[src/rtl/regstream_redirect.sv]
module regstream_redirect #(
  parameter int          DW       = 64,
  parameter logic [11:0] CSR_ADDR = 12'h7C0
) (
  input  logic            clk,
  input  logic            rst_n,
  input  logic [2:0]      rd_en,
  input  logic [2:0]      rd_fp,
  input  logic [14:0]     rd_addr,
  output logic [3*DW-1:0] rd_data,
  input  logic            wr_en,
  input  logic            wr_fp,
  input  logic [4:0]      wr_addr,
  input  logic [DW-1:0]   wr_data,
  output logic [2:0]      rf_rd_en,
  output logic [2:0]      rf_rd_fp,
  output logic [14:0]     rf_rd_addr,
  input  logic [3*DW-1:0] rf_rd_data,
  output logic            rf_wr_en,
  output logic            rf_wr_fp,
  output logic [4:0]      rf_wr_addr,
  output logic [DW-1:0]   rf_wr_data,
  input  logic            csr_we,
  input  logic [11:0]     csr_addr,
  input  logic [31:0]     csr_wdata,
  output logic [31:0]     csr_rdata,
  input  logic [1:0]      sin_valid,
  output logic [1:0]      sin_ready,
  input  logic [2*DW-1:0] sin_data,
  output logic [1:0]      sout_valid,
  input  logic [1:0]      sout_ready,
  output logic [2*DW-1:0] sout_data,
  output logic            stall
);
  localparam int NSLOT = 3;

  logic             en;
  logic [NSLOT-1:0] strm, ln, need, sel, fire, done;
  logic [DW-1:0]    held [NSLOT];
  logic             wstrm, wln, wneed, wfire, wdone;

  function automatic logic mapped(input logic fp, input logic [4:0] a);
    return fp ? (a == 5'd0 || a == 5'd1) : (a == 5'd5 || a == 5'd6);
  endfunction

  function automatic logic lane_of(input logic fp, input logic [4:0] a);
    return fp ? a[0] : (a == 5'd6);
  endfunction

  always_comb begin
    sin_ready = '0;
    for (int i = 0; i < NSLOT; i++) begin
      strm[i] = en && rd_en[i] && mapped(rd_fp[i], rd_addr[i*5 +: 5]);
      ln[i]   = lane_of(rd_fp[i], rd_addr[i*5 +: 5]);
    end
    need = strm & ~done;
    for (int i = 0; i < NSLOT; i++) begin
      sel[i] = need[i];
      for (int j = 0; j < i; j++)
        if (need[j] && ln[j] == ln[i]) sel[i] = 1'b0;
      fire[i] = sel[i] && sin_valid[ln[i]];
      if (sel[i]) sin_ready[ln[i]] = 1'b1;
    end
    for (int i = 0; i < NSLOT; i++) begin
      if (!strm[i])     rd_data[i*DW +: DW] = rf_rd_data[i*DW +: DW];
      else if (fire[i]) rd_data[i*DW +: DW] = ln[i] ? sin_data[2*DW-1:DW] : sin_data[DW-1:0];
      else              rd_data[i*DW +: DW] = held[i];
    end
  end

  assign wstrm      = en && wr_en && mapped(wr_fp, wr_addr);
  assign wln        = lane_of(wr_fp, wr_addr);
  assign wneed      = wstrm && !wdone;
  assign wfire      = wneed && sout_ready[wln];
  assign sout_valid = wneed ? (wln ? 2'b10 : 2'b01) : 2'b00;
  assign sout_data  = {wr_data, wr_data};

  assign rf_rd_en   = rd_en & ~strm;
  assign rf_rd_fp   = rd_fp;
  assign rf_rd_addr = rd_addr;
  assign rf_wr_en   = wr_en && !wstrm;
  assign rf_wr_fp   = wr_fp;
  assign rf_wr_addr = wr_addr;
  assign rf_wr_data = wr_data;

  assign csr_rdata  = (csr_addr == CSR_ADDR) ? {31'b0, en} : 32'b0;
  assign stall      = |(need & ~fire) || (wneed && !wfire);

  always_ff @(posedge clk or negedge rst_n) begin
    if (!rst_n) begin
      en    <= 1'b0;
      done  <= '0;
      wdone <= 1'b0;
      for (int i = 0; i < NSLOT; i++) held[i] <= '0;
    end else begin
      if (csr_we && csr_addr == CSR_ADDR) en <= csr_wdata[0];
      done  <= stall ? (done | fire) : '0;
      wdone <= stall ? (wdone | wfire) : 1'b0;
      for (int i = 0; i < NSLOT; i++)
        if (fire[i]) held[i] <= ln[i] ? sin_data[2*DW-1:DW] : sin_data[DW-1:0];
    end
  end


  off_quiet_chk: assert property (@(posedge clk) disable iff (!rst_n)
    !en |-> (sin_ready == 2'b00 && sout_valid == 2'b00 && !stall));

  stall_on_empty_chk: assert property (@(posedge clk) disable iff (!rst_n)
    |(sin_ready & ~sin_valid) |-> stall);

  stall_on_full_chk: assert property (@(posedge clk) disable iff (!rst_n)
    |(sout_valid & ~sout_ready) |-> stall);

  push_not_stored_chk: assert property (@(posedge clk) disable iff (!rst_n)
    |sout_valid |-> !rf_wr_en);

  csr_pad_chk: assert property (@(posedge clk) disable iff (!rst_n)
    csr_rdata[31:1] == 31'b0);

  csr_next_cycle_chk: assert property (@(posedge clk) disable iff (!rst_n)
    (csr_we && csr_addr == CSR_ADDR) |=> (en == $past(csr_wdata[0])));
endmodule

[config.mk]
export PLATFORM = sky130hd
export DESIGN_NAME = regstream_redirect
export DESIGN_NICKNAME = d
export VERILOG_FILES = /design/src/rtl/regstream_redirect.sv
export SDC_FILE = /design/constraint.sdc
export NUM_CORES = 1
export LEC_CHECK = 0
export BUFFER_PORTS_ARGS = -buffer_cell sky130_fd_sc_hd__buf_4
export CAP_MARGIN = 5
export CORE_AREA = 3 3 355 357
export CTS_CLUSTER_SIZE = 20
export DETAILED_ROUTE_END_ITERATION = 10
export DIE_AREA = 0 0 358 360
export PLACE_DENSITY_LB_ADDON = 0.2
export SKIP_CTS_REPAIR_TIMING = 1
export SYNTH_ARGS = -nofsm -noshare
export SYNTH_HDL_FRONTEND = slang
export SYNTH_SLANG_ARGS = --single-unit
[constraint.sdc]
create_clock -name clk -period 4.4 [get_ports clk]
set_clock_uncertainty 0.05 [all_clocks]
set_input_delay 0.44 -clock clk [delete_from_list [all_inputs] [get_ports clk]]
set_output_delay 0.44 -clock clk [all_outputs]
set_load 0.02 [all_outputs]
## Word-level counts from Yosys, hierarchy flattened

Cells that the tools add are included.

- Memory bits (read-only): 0
- Bits in latches: 0
- Word-level logic and storage cells: 120
- Register bits after elaboration: 197
- Memories kept: 0
- Memory bits (writable): 0

- Reductions and logical operators: 39
- Add/sub/neg operators: 0
- Div/mod/pow operators: 0
- Shifts and indexed selects: 0
- Bitwise operators: 10
- Magnitude comparators: 7
- Equality and inequality tests: 16
- Multiplexer cells: 42
- $mul: 0

Operator list:

| cell | number |
|---|---|
| $mux W64 | 9 |
| $eq A5 B3 Y1 const B | 8 |
| $mux W1 | 24 |
| $logic_and A1 B1 Y1 | 22 |
| $eq A5 B1 Y1 const B | 4 |
| $logic_not A5 Y1 | 4 |
| $eq A12 B11 Y1 const B | 1 |
| $mux W2 | 5 |
| $and A3 B3 Y3 | 3 |
| $logic_or A1 B1 Y1 | 9 |
| $not A3 Y3 | 3 |
| $lt A1 B2 Y1 const B | 4 |
| $or A2 B2 Y2 | 2 |
| $demux W1 S1 | 3 |
| $eq A1 B1 Y1 | 3 |
| $ge A1 B1 Y1 const B | 3 |
| $logic_not A1 Y1 | 3 |
| $mux W3 | 1 |
| $or A3 B3 Y3 | 1 |
| $reduce_or A3 Y1 | 1 |
| $or A1 B1 Y1 | 1 |

## Logic depth before layout (Yosys ltp)

Gate-level depths: netlist (run 1).

- Depth after elaboration: 14
- Mapped depth: 8
- Gate-level depth less buffers: 6

## Worst setup path before layout (run 1)

Ideal clock, no wire load.

- Path kind: input -> output
- From: input rd_addr[9]
- To: output rd_data[139]
- Arrival: 2.498 ns
- Stages: 7
- Required time: 3.910 ns
- Setup slack: 1.412 ns
- Buffers on the path: 1
- Cells stage by stage: and4bb_2 > and2_1 > a221o_1 > a221oi_4 > clkbuf_1 > nor2_1 > o31ai_1

- Longest elaborated chain between the ends: 10

Ends and longest elaborated chain:

| item | RTL line | source |
|---|---|---|
| start, declared | 9 | `input logic [14:0] rd_addr,` |
| $eq A5 B3 Y1 (tied with other cells) | 43 | `return fp ? (a == 5'd0 \|\| a == 5'd1) : (a == 5'd5 \|\| a == 5'd6);` |
| $logic_or A1 B1 Y1 | 43 |  |
| $mux W1 | 43 |  |
| $logic_and A1 B1 Y1 | 53 | `strm[i] = en && rd_en[i] && mapped(rd_fp[i], rd_addr[i*5 +: 5]);` |
| $and A3 B3 Y3 | 56 | `need = strm & ~done;` |
| $logic_and A1 B1 Y1 (*) | 60 | `if (need[j] && ln[j] == ln[i]) sel[i] = 1'b0;` |
| $mux W1 (*) | 60 |  |
| $logic_and A1 B1 Y1 (*) | 61 | `fire[i] = sel[i] && sin_valid[ln[i]];` |
| $mux W64 (*) | n/a |  |
| $mux W64 (*) | 65 | `if (!strm[i]) rd_data[i*DW +: DW] = rf_rd_data[i*DW +: DW];` |
| end, declared | 10 | `output logic [3*DW-1:0] rd_data,` |

Every way passes the cells marked *; elsewhere a longest branch is shown, timed or not.

## Worst setup path in the final report (run 1)

- From: register en
- To: output rd_data[161]

- Longest elaborated chain between the ends: 9

Ends and longest elaborated chain:

| item | RTL line | source |
|---|---|---|
| start, declared | 37 | `logic en;` |
| start signal, assigned | 96 | `if (csr_we && csr_addr == CSR_ADDR) en <= csr_wdata[0];` |
| $logic_and A1 B1 Y1 (2 in a row) | 53 |  |
| $and A3 B3 Y3 | 56 |  |
| $logic_and A1 B1 Y1 | 60 |  |
| $mux W1 (2 in a row) | 60 |  |
| $logic_and A1 B1 Y1 | 61 |  |
| $mux W64 | n/a |  |
| $mux W64 (*) | 65 |  |

Marked as above.

==> results of run 1 <==
-- worst min-delay path by stage --
stage                 to  slack (ns)  cells past startpoint
2_1_floorplan    done[0]        0.09                      0
3_3_place_gp    held[15]        0.41                      2
3_5_place_dp    held[18]        0.42                      2
4_1_cts        held[171]       -0.08                      1
5_1_grt               en        0.08                      2
6_report              en        0.10                      2
-- registers in the layout, summed over array words and instances, names as in the netlist --
| signal | flops |
|---|---|
| done | 3 |
| held | 192 |
| en | 1 |
| wdone | 1 |
-- layout make-up --
class | count | area, µm²
diodes | 7 | 17.52
inverters | 66 | 247.7
clock buffers | 19 | 442.9
repair buffers | 630 | 5027
well taps | 1637 | 2048
fillers | 14080 | 102500
multi-input cells | 1218 | 7994
flip-flops and latches | 197 | 4930
clock inverters | 12 | 143.9
-- power by group --
group	internal (mW)	total (mW)	switching [mW]	leakage, nW
logic	0.540	1.28	0.744	6.97
registers	1.81	1.81	0.00147	2.75
clock network	0.865	1.78	0.919	0.283
-- routing by layer --
metal  vias to the layer above  share of wire (%)  track usage, %
met2                       547                 48           21.00
met4                         2                2.8           4.664
li1                       6833                  -               -
met1                      7117                 42           15.32
met5                         -              0.016               0
met3                       119                7.1           3.496
-- cell families (layout without fill, tap and decap cells) --
family / Yosys count / count (layout)
AND/OR/NAND/NOR: 508 / 508
buffers and inverters: 466 / 727
AO/OA/AOI/OAI: 482 / 482
multiplexers: 195 / 195
flip-flops: 197 / 197
other: 1 / 38
XOR/XNOR: 2 / 2
-- worst register-to-register path, stage by stage (launching register included) --
cell       delay (ns)
dfrtp_1          0.46
nand4bb_1        0.31
nor2_1           0.31
a221o_4          0.47
buf_12           0.27
a22oi_1          0.15
o221ai_1         0.39
o21a_1           0.18
-- metrics by stage --
stage          total power, mW  cells  cell area [µm²]  utilization, %
2_1_floorplan            2.680   1881            15600               -
3_3_place_gp             3.162   3747            20240           16.41
3_5_place_dp             3.162   3747            20240           16.41
4_1_cts                  5.044   3778            20820           16.89
5_1_grt                  5.142   3781            20840           16.90
6_report                 4.882   3786            20850           16.91
-- synth_stat cells, types with 3 or more instances --
| cell type | n | area [µm²] |
|---|---|---|
| nand2_1 | 109 | 409.1 |
| o311ai_0 | 7 | 61.31 |
| o31ai_1 | 34 | 255.2 |
| dfrtp_1 | 197 | 4930 |
| o21ai_0 | 81 | 405.4 |
| buf_2 | 47 | 235.2 |
| nor2b_1 | 3 | 18.77 |
| nor2_1 | 228 | 855.8 |
| nand3b_1 | 5 | 37.54 |
| a221o_1 | 28 | 280.3 |
| nor4bb_1 | 3 | 30.03 |
| buf_1 | 10 | 37.54 |
| o311ai_1 | 30 | 262.8 |
| and3b_1 | 64 | 560.5 |
| a31oi_1 | 66 | 412.9 |
| o21a_1 | 4 | 30.03 |
| buf_4 | 250 | 1877 |
| nor3_1 | 30 | 150.1 |
| buf_6 | 4 | 45.04 |
| or3_1 | 37 | 231.5 |
| a21oi_1 | 132 | 660.6 |
| and2_1 | 8 | 50.05 |
| nor3b_1 | 3 | 22.52 |
| mux2_2 | 66 | 743.2 |
| clkbuf_1 | 89 | 334.1 |
| mux2i_1 | 129 | 1291 |
| o21ai_1 | 51 | 255.2 |
| o31ai_2 | 30 | 375.4 |
| inv_1 | 66 | 247.7 |
==> summary.md, run 1 <==
| Metric | Value |
|---|---|
| Clock Latency Late Sink | about 0.5 ns |
| Reg2Reg Setup Slack | between 1.5 and 2 ns |
| Sequential fraction of the synthesis area | a little under a third |
| RR Startpoint | en |
| RR Endpoint | done[0] |
| Critical path type | flip-flop to output pin |
| Initial antenna violation count | 12 |
| Vias per Instance | 3.861 |
| Hold Vio Cnt, Final | 0 |
| GRT Util Overall | about an eighth |
| Minimum clock period | 3.910 ns |
| Slew Limit Fails | 0 |
| Final Routed Wirelength | between 80,000 and 90,000 µm |
| Final setup fails | 0 |
| CP Data Required Time | between 3 and 4 ns |
| Simple-gate portion of the synthesized area | between 10% and 20% |
| Worst Path Buf+Inv | 2 |
| Post-synthesis compound-gate area fraction | about a fifth |
| Worst-path clk slew | around 0.090 ns |
| Die ar. | 128,900 µm² |
| CTS tree | yes |
| Worst hold slack | 0.1008 ns |
| Cell area after synthesis | around 15,000 µm² |
| Io pins | between 900 and 1,000 |
| Routed via count | around 15,000 |
| Synthesized flop and latch total | a little under 200 |
| Post-synth EDFFs | 0 |
| Root Driver | clkbuf_16 |
| Worst Slack Setup Final | roughly 0.5 ns |
| Dpl ws | between 0.8 and 0.9 ns |
| H-tree levels | 4 |
| Yosys cell types | around 60 |
| Synth Warn # | 0 |
| Fin crit share | 88.85% |
| Largest family of logic cells by synthesized area | compound AO/OA/AOI/OAI gates |
| Residual DRC count | 0 |
| Cell Pwr Density | roughly 230 nW/µm² |
| First-pass GRT wire length | between 100,000 and 150,000 µm |
| Drt pass-1 iters | 5 |
| CP Capture Type | output pin |
| Area growth, synth to finish | 34.63% |
| Remaining antenna violation count | 0 |
| Max-slew headroom | 34.83% |
| Setup crit start | en |
| DR iter-0 viols | 813 |
| Worst-Margin Slew | roughly 0.95 ns |
| Xor/xnor share of the synthesized area | less than 1% |
| Fmax | 255.8 MHz |
| CTS max path bufs | 2 |
| Gr ovfl total | 0 |
| Critical-path cell list | and4bb_2 -> and2_1 -> a221o_4 -> a221oi_4 -> buf_12 -> nor2_1 -> o31ai_1 -> buf_4 |
| Final #Nets | between 2,000 and 3,000 |
| End point of the critical path | rd_data[161] |
| Worst EP arrival | 3.42 ns |
| Max cap viols | 0 |
| Leak | approximately 10 nW |
| Post-synthesis cell count | around 1,900 |
| Starting Density | roughly 13% |
| CTS Buf Count | 17 |
| Hold crit path type | input pin to flip-flop |
| Synth Flop Type | dfrtp_1 |
| Worst path depth | 8 |
| Die X | ~360 µm |
| TNS Setup | 0 ns |
| Maximum VDD drop | roughly 0.31 mV |
| FP Rows | 129 |
| Mux contribution to synthesized area | between 10% and 20% |
| Die height | roughly 360 µm |
| Vias in the first global route | ~15,000 |
| Status | finished, final reports clean |
| Layout cell share with drive strength beyond 1 | 36.13% |
| Critical-path top delay cell | a221o_4 |
| Hpwl dp | slightly above 60,000 µm |
| Core Area | roughly 120,000 µm² |
| RSZ-0062 raised after global routing | no |
| Synthesized area per cell | about 8.4 µm² |
| Clock sink count | slightly below 200 |
| Post-Synth Adder-Cell Area | 0% |
| RD Place Congestion | about 0.75 |
| Wirelength per Cell | between 20 and 25 µm |
| IO Port Bufs | 593 |
| Most common cell after layout, fill and taps aside | buf_4 |
| Largest net degree at the start of global routing | 130 |
| Asr flop ratio synth | 100.0% |
| Crit path launch type | flip-flop |
| HP Start | csr_wdata[0] |
| Most frequent cells in the layout | buf_4 (605), nor2_1 (228), dfrtp_1 (197), a21oi_1 (132), mux2i_1 (129) |
| Crit-path max cell delay | around 0.53 ns |
| Reg2reg path depth | 7 |
| Critical path fanouts, max | 34 |
| Critical path's top delay family | compound AO/OA/AOI/OAI gates |
No activity file was read; power rests on OpenSTA's default activity.
==> run 2, diff against run 1 <==
--- a/config.mk
+++ b/config.mk
@@ -11,7 +11,9 @@
 export CTS_CLUSTER_SIZE = 20
 export DETAILED_ROUTE_END_ITERATION = 10
 export DIE_AREA = 0 0 358 360
+export HOLD_SLACK_MARGIN = 0.08
 export PLACE_DENSITY_LB_ADDON = 0.2
+export RECOVER_POWER = 50
 export SKIP_CTS_REPAIR_TIMING = 1
 export SYNTH_ARGS = -nofsm -noshare
 export SYNTH_HDL_FRONTEND = slang
==> run 2 against run 1 <==
- via count down 0.42%
- die area did not move
- the flow now finishes with violations (capacitance limit, slew limit)
- sequential share of layout area increased by 0.12 points
- total power shrank 0.30%
- global-route usage unchanged
- setup slack got worse by 0.040 ns
- clock-buffer cell count unchanged
==> summary.md, run 2 (same netlist as run 1, synthesis figures left out) <==
| Metric | Value |
|---|---|
| Max cap viols | 1 (+1) |
| Largest net degree at the start of global routing | 130 (unchanged) |
| Core Area | 123,300 µm² (unchanged) |
| Clock Latency Late Sink | 0.51 ns (about the same) |
| Hpwl dp | 61,630 µm (unchanged) |
| Critical-path cell list | and4bb_2 -> and2_1 -> a221o_4 -> a221oi_4 -> buf_12 -> nor2_1 -> o31ai_1 -> buf_4 |
| Hold Vio Cnt, Final | 0 (unchanged) |
| Leak | 9.915 nW (-0.91%) |
| Reg2Reg Setup Slack | 1.74 ns (-0.02 ns) |
| Largest register FFs | 192 (unchanged) |
| Non-Filler Instances | 3,787 (+0.026%) |
| TNS Setup | 0 ns (unchanged) |
| Final setup fails | 0 (unchanged) |
| RR Startpoint | en |
| FP Rows | 129 (unchanged) |
| Slew Limit Fails | 93 (+93) |
| Final #Nets | 2,594 (+0.039%) |
| Crit-path max cell delay | 0.53 ns (about the same) |
| Critical path's top delay family | compound AO/OA/AOI/OAI gates |
| Critical path fanouts, max | 30 (-12%) |
| Reg2reg path depth | 7 (unchanged) |
| Die height | 360 µm (unchanged) |
| DR iter-0 viols | 828 (+1.8%) |
| Wirelength per Cell | 22.04 µm (+0.15%) |
| # fillers | 14,110 (+0.20%) |
| Cell Pwr Density | 234.6 nW/µm² (+0.19%) |
| Gr ovfl total | 0 (unchanged) |
| Area post-placement | 20,240 µm² (unchanged) |
| Remaining antenna violation count | 0 (unchanged) |
| RR Endpoint | wdone |
| Worst EP arrival | 3.46 ns (+0.04 ns) |
| First-pass GRT wire length | 115,200 µm (unchanged) |
| Failing checks | capacitance limit, slew limit |
| CTS Buf Count | 17 (unchanged) |
| HP Start | csr_we |
| Max-slew headroom | -88.13% (-120 points) |
| Vias in the first global route | 14,750 (unchanged) |
| Routed via count | 14,560 (-0.42%) |
| CP Capture Type | output pin |
| Hold crit path type | input pin to flip-flop |
| Worst-path clk slew | 0.09 ns (about the same) |
| Cell total after placement | 3,747 (unchanged) |
| Initial antenna violation count | 12 (unchanged) |
| Root Driver | clkbuf_16 |
| Dpl ws | 0.8018 ns (unchanged) |
| Most common cell after layout, fill and taps aside | buf_4 |
| Worst Slack Setup Final | 0.4507 ns (-0.03978 ns) |
| Fin crit share | 89.76% (+0.90 points) |
| Starting Density | 12.56% (unchanged) |
| Clock sink count | 197 (unchanged) |
| Residual DRC count | 0 (unchanged) |
| Top Registers | held: 192 flops, done: 3 flops |
| Io pins | 912 (unchanged) |
| RSZ-0062 raised after global routing | no |
| GRT Util Overall | 12.58% (unchanged) |
| Die X | 358 µm (unchanged) |
| Crit path launch type | flip-flop |
| Final instance area | 20,750 µm² (-0.49%) |
| Critical-path top delay cell | a221o_4 |
| Minimum clock period | 3.949 ns (+0.03978 ns) |
| Fmax | 253.2 MHz (-1.0%) |
| Top reg by flops | held |
| Critical path type | flip-flop to output pin |
| Layout cell share with drive strength beyond 1 | 35.00% (-1.1 points) |
| Worst Path Buf+Inv | 2 (unchanged) |
| RD Place Congestion | 0.7480 (unchanged) |
| WHS Path Cells | 3 (+1) |
| Maximum VDD drop | 0.3092 mV (-0.38%) |
| CTS tree | yes |
| CP Data Required Time | 3.91 ns (about the same) |
| Area growth, synth to finish | 33.97% |
| Post-layout util | 16.83% (-0.083 points) |
| Most frequent cells in the layout | buf_4 (580), nor2_1 (228), dfrtp_1 (197), a21oi_1 (132), mux2i_1 (129) |
| Drt pass-1 iters | 5 (unchanged) |
| IO Port Bufs | 593 (unchanged) |
| Die ar. | 128,900 µm² (unchanged) |
| Worst-Margin Slew | 2.822 ns (+1.872 ns) |
| Vias per Instance | 3.844 (-0.45%) |
| Status | finished with violations |
| Final Routed Wirelength | 83,480 µm (+0.18%) |
| CTS max path bufs | 2 (unchanged) |
| H-tree levels | 4 (unchanged) |
| Hold path endpoint | en |
[run 2: changes by cell type in the layout (fill, tap and decap cells not counted)]
cell,before,now
clkbuf_1,1,25
dlygate4sd3_1,1,2
clkbuf_4,0,2
clkbuf_2,0,1
buf_12,23,22
buf_4,605,580
buf_8,1,0
[run 2: per-stage QoR]
| step | hold WS (ns) | total power [mW] |
|---|---|---|
| final | 0.2034 | 4.867 |
| after global routing | 0.1818 | 5.131 |
| after detailed placement | 0.4191 | 3.162 |
| after CTS | -0.08179 | 5.044 |
| after floorplan | 0.09441 | 2.680 |
| after global placement | 0.4131 | 3.162 |
[run 2: per-layer routing]
layer	part of all wire (%)	vias to the layer above	GRT usage (%)
li1	-	6825	-
met1	42	7109	15.32
met2	48	497	21.00
met3	6.9	123	3.496
met4	2.8	2	4.664
met5	0.016	-	0
[run 2: where the power goes]
part | switching, mW | internal (mW) | leakage, nW
combinational | 0.744 | 0.529 | 6.88
clock | 0.915 | 0.865 | 0.283
sequential | 0.00147 | 1.81 | 2.75
total | 1.66 | 3.21 | 9.92
[run 2: final cells by class]
class / instances / area, µm² / share of cell area (%)
well taps: 1637 / 2048 / 9.872
repair buffers: 631 / 4925 / 23.74
clock buffers: 19 / 442.9 / 2.135
clock inverters: 12 / 143.9 / 0.6935
multi-input cells: 1218 / 7994 / 38.53
inverters: 66 / 247.7 / 1.194
diodes: 7 / 17.52 / 0.08442
flip-flops and latches: 197 / 4930 / 23.76
[run 2: worst max-delay path by stage]
stage,endpoint,from,cells past startpoint
after floorplan,rd_data[139],rd_addr[9],7
after global placement,rd_data[125],rd_addr[5],8
after detailed placement,rd_data[125],rd_addr[5],8
after CTS,rd_data[159],en,8
after global routing,held[20],rst_n,3
final,rd_data[142],en,8
[run 2: worst reg2reg max path: stages (launching register included)]
cell	delay (ns)
dfrtp_1	0.46
nand4bb_1	0.31
nor2_1	0.31
a221o_4	0.47
buf_12	0.29
a22oi_1	0.16
o221ai_1	0.38
o21a_1	0.18
==> run 3, diff against run 2 <==
--- a/config.mk
+++ b/config.mk
@@ -12,7 +12,7 @@
 export DETAILED_ROUTE_END_ITERATION = 10
 export DIE_AREA = 0 0 358 360
 export HOLD_SLACK_MARGIN = 0.08
-export PLACE_DENSITY_LB_ADDON = 0.2
+export PLACE_DENSITY_LB_ADDON = 0.12
 export RECOVER_POWER = 50
 export SKIP_CTS_REPAIR_TIMING = 1
 export SYNTH_ARGS = -nofsm -noshare
==> run 3 against run 2 <==
- the run still ends with capacitance limit, slew limit left
- final area up 0.61%
- critical path depth unchanged
- die area is the same
- via count increased by 2.4%
- clock power barely moved
- global-route usage barely moved
- critical endpoint is now rd_data[140]
==> summary.md, run 3 (same netlist as run 1, synthesis figures left out) <==
| Metric | Value |
|---|---|
| Final instance area | 20,880 µm² (+0.61%) |
| Largest net degree at the start of global routing | 99 (-24%) |
| Reg2reg path depth | 8 (+1) |
| Final #Nets | 2,612 (+0.69%) |
| RR Endpoint | held[6] |
| Hold Vio Cnt, Final | 0 (unchanged) |
| Leak | 10.00 nW (+0.86%) |
| FP Rows | 129 (unchanged) |
| Drt pass-1 iters | 5 (unchanged) |
| Critical-path top delay cell | a221o_4 |
| Die ar. | 128,900 µm² (unchanged) |
| Critical-path cell list | and4bb_2 -> and2_1 -> a221o_4 -> a221oi_4 -> buf_12 -> nor2_1 -> o31ai_1 -> buf_4 |
| Setup crit start | en |
| Initial antenna violation count | 7 (-5) |
| Largest register FFs | 192 (unchanged) |
| Most common cell after layout, fill and taps aside | buf_4 |
| Starting Density | 12.56% (unchanged) |
| Layout cell share with drive strength beyond 1 | 35.62% (+0.62 points) |
| RD Place Congestion | 0.7672 (+2.6%) |
| Crit-path max cell delay | 0.54 ns (about the same) |
| Root Driver | clkbuf_16 |
| Failing checks | capacitance limit, slew limit |
| HP Start | csr_we |
| Final Routed Wirelength | 85,370 µm (+2.3%) |
| Gr ovfl total | 0 (unchanged) |
| RSZ-0062 raised after global routing | no |
| Non-Filler Instances | 3,805 (+0.48%) |
| Critical path fanouts, max | 31 (+3.3%) |
| Vias per Instance | 3.916 (+1.9%) |
| Remaining antenna violation count | 0 (unchanged) |
| IO Port Bufs | 593 (unchanged) |
| CTS Buf Count | 17 (unchanged) |
| Worst-path clk slew | 0.09 ns (about the same) |
| Hold path endpoint | en |
| Minimum clock period | 4.141 ns (+0.1914 ns) |
| Die height | 360 µm (unchanged) |
| Die X | 358 µm (unchanged) |
| First-pass GRT wire length | 116,100 µm (+0.78%) |
| Cell Pwr Density | 235.2 nW/µm² (+0.25%) |
| Residual DRC count | 0 (unchanged) |
| Status | finished with violations |
| Final setup fails | 0 (unchanged) |
| Area growth, synth to finish | 34.79% |
| GRT Util Overall | 12.60% (+0.017 points) |
| Fmax | 241.5 MHz (-4.6%) |
| CP Capture Type | output pin |
| Multi-input logic area | 8016 µm² (+0.28%) |
| Slew Limit Fails | 91 (-2.2%) |
| Vias in the first global route | 15,470 (+4.9%) |
| Fin crit share | 94.11% (+4.4 points) |
| Worst-Margin Slew | 2.897 ns (+0.07543 ns) |
| TNS Setup | 0 ns (unchanged) |
| # fillers | 14,100 (-0.092%) |
| CTS max path bufs | 2 (unchanged) |
| Core Area | 123,300 µm² (unchanged) |
| Hold crit path type | input pin to flip-flop |
| Routed via count | 14,900 (+2.4%) |
| Critical path type | flip-flop to output pin |
| Top Registers | held: 192 flops, done: 3 flops |
| RR Startpoint | en |
| Max-slew headroom | -93.16% (-5.0 points) |
| WHS Path Cells | 3 (unchanged) |
| Top reg by flops | held |
| Maximum VDD drop | 0.2854 mV (-7.7%) |
| Most frequent cells in the layout | buf_4 (598), nor2_1 (227), dfrtp_1 (197), a21oi_1 (131), mux2i_1 (129) |
| Worst EP arrival | 3.65 ns (+0.19 ns) |
| Reg area | 4930 µm² (unchanged) |
| Cell total after placement | 3,759 (+0.32%) |
| Area post-placement | 20,290 µm² (+0.26%) |
| Reg2Reg Setup Slack | 1.55 ns (-0.19 ns) |
| Crit path launch type | flip-flop |
| Io pins | 912 (unchanged) |
| DR iter-0 viols | 807 (-2.5%) |
| Clock sink count | 197 (unchanged) |
| Total power | 4.909 mW (+0.87%) |
| CTS tree | yes |
| Wirelength per Cell | 22.44 µm (+1.8%) |
| Hpwl dp | 61,900 µm (+0.43%) |
| CP Data Required Time | 3.91 ns (about the same) |
| H-tree levels | 4 (unchanged) |
| Clock Latency Late Sink | 0.52 ns (about the same) |
| Post-layout util | 16.93% (+0.10 points) |
| Max cap viols | 1 (unchanged) |
[run 3: cell count changes in the layout (fill, tap and decap cells not counted), moves of 2 or more]
cell and change:
buf_4 +18, clkinv_2 +5, inv_6 -3, buf_12 -2
[run 3: how the worst max path moves through the flow]
stage,to,depth (start not counted),slack (ns)
floorplan,rd_data[139],7,1.41
global placement,rd_data[140],10,0.57
detailed placement,rd_data[140],10,0.55
CTS,rd_data[140],8,-0.01
global route,rd_data[140],8,0.04
finish,rd_data[140],8,0.26
[run 3: cell type report]
cell class | count | share of cell area [%]
multi-input combinational | 1219 | 38.40
clock inverter | 13 | 0.7372
sequential | 197 | 23.62
inverter | 66 | 1.187
tap | 1637 | 9.812
antenna | 6 | 0.07193
timing repair buffer | 648 | 24.05
clock buffer | 19 | 2.122
[run 3: worst max-delay path: cells and delay by family (launching register included)]
family | cells | cell delay, ns
AO/OA/AOI/OAI | 3 | 1.30
AND/OR/NAND/NOR | 3 | 0.77
flip-flops | 1 | 0.49
buffers and inverters | 2 | 0.48
[run 3: metal layers]
layer	vias up	routed length (µm)	GRT usage (%)
li1	6874	-	-
met1	7346	35020	14.92
met2	532	42130	21.45
met3	145	5440	3.197
met4	2	2768	5.333
met5	-	20	0
[run 3: power by group]
group          switching [mW]  leakage (nW)  internal (mW)  total, mW
Sequential            0.00156          2.75           1.81       1.81
Combinational           0.755          6.95          0.539       1.29
Clock                   0.892         0.297          0.909       1.80
[run 3: metrics by stage]
step | hold slack [ns] | setup WS, ns
after CTS | -0.06956 | -0.01091
after floorplan | 0.09441 | 1.412
after global placement | 0.4127 | 0.5674
final | 0.2032 | 0.2592
after global routing | 0.1749 | 0.03955
after detailed placement | 0.4193 | 0.5454
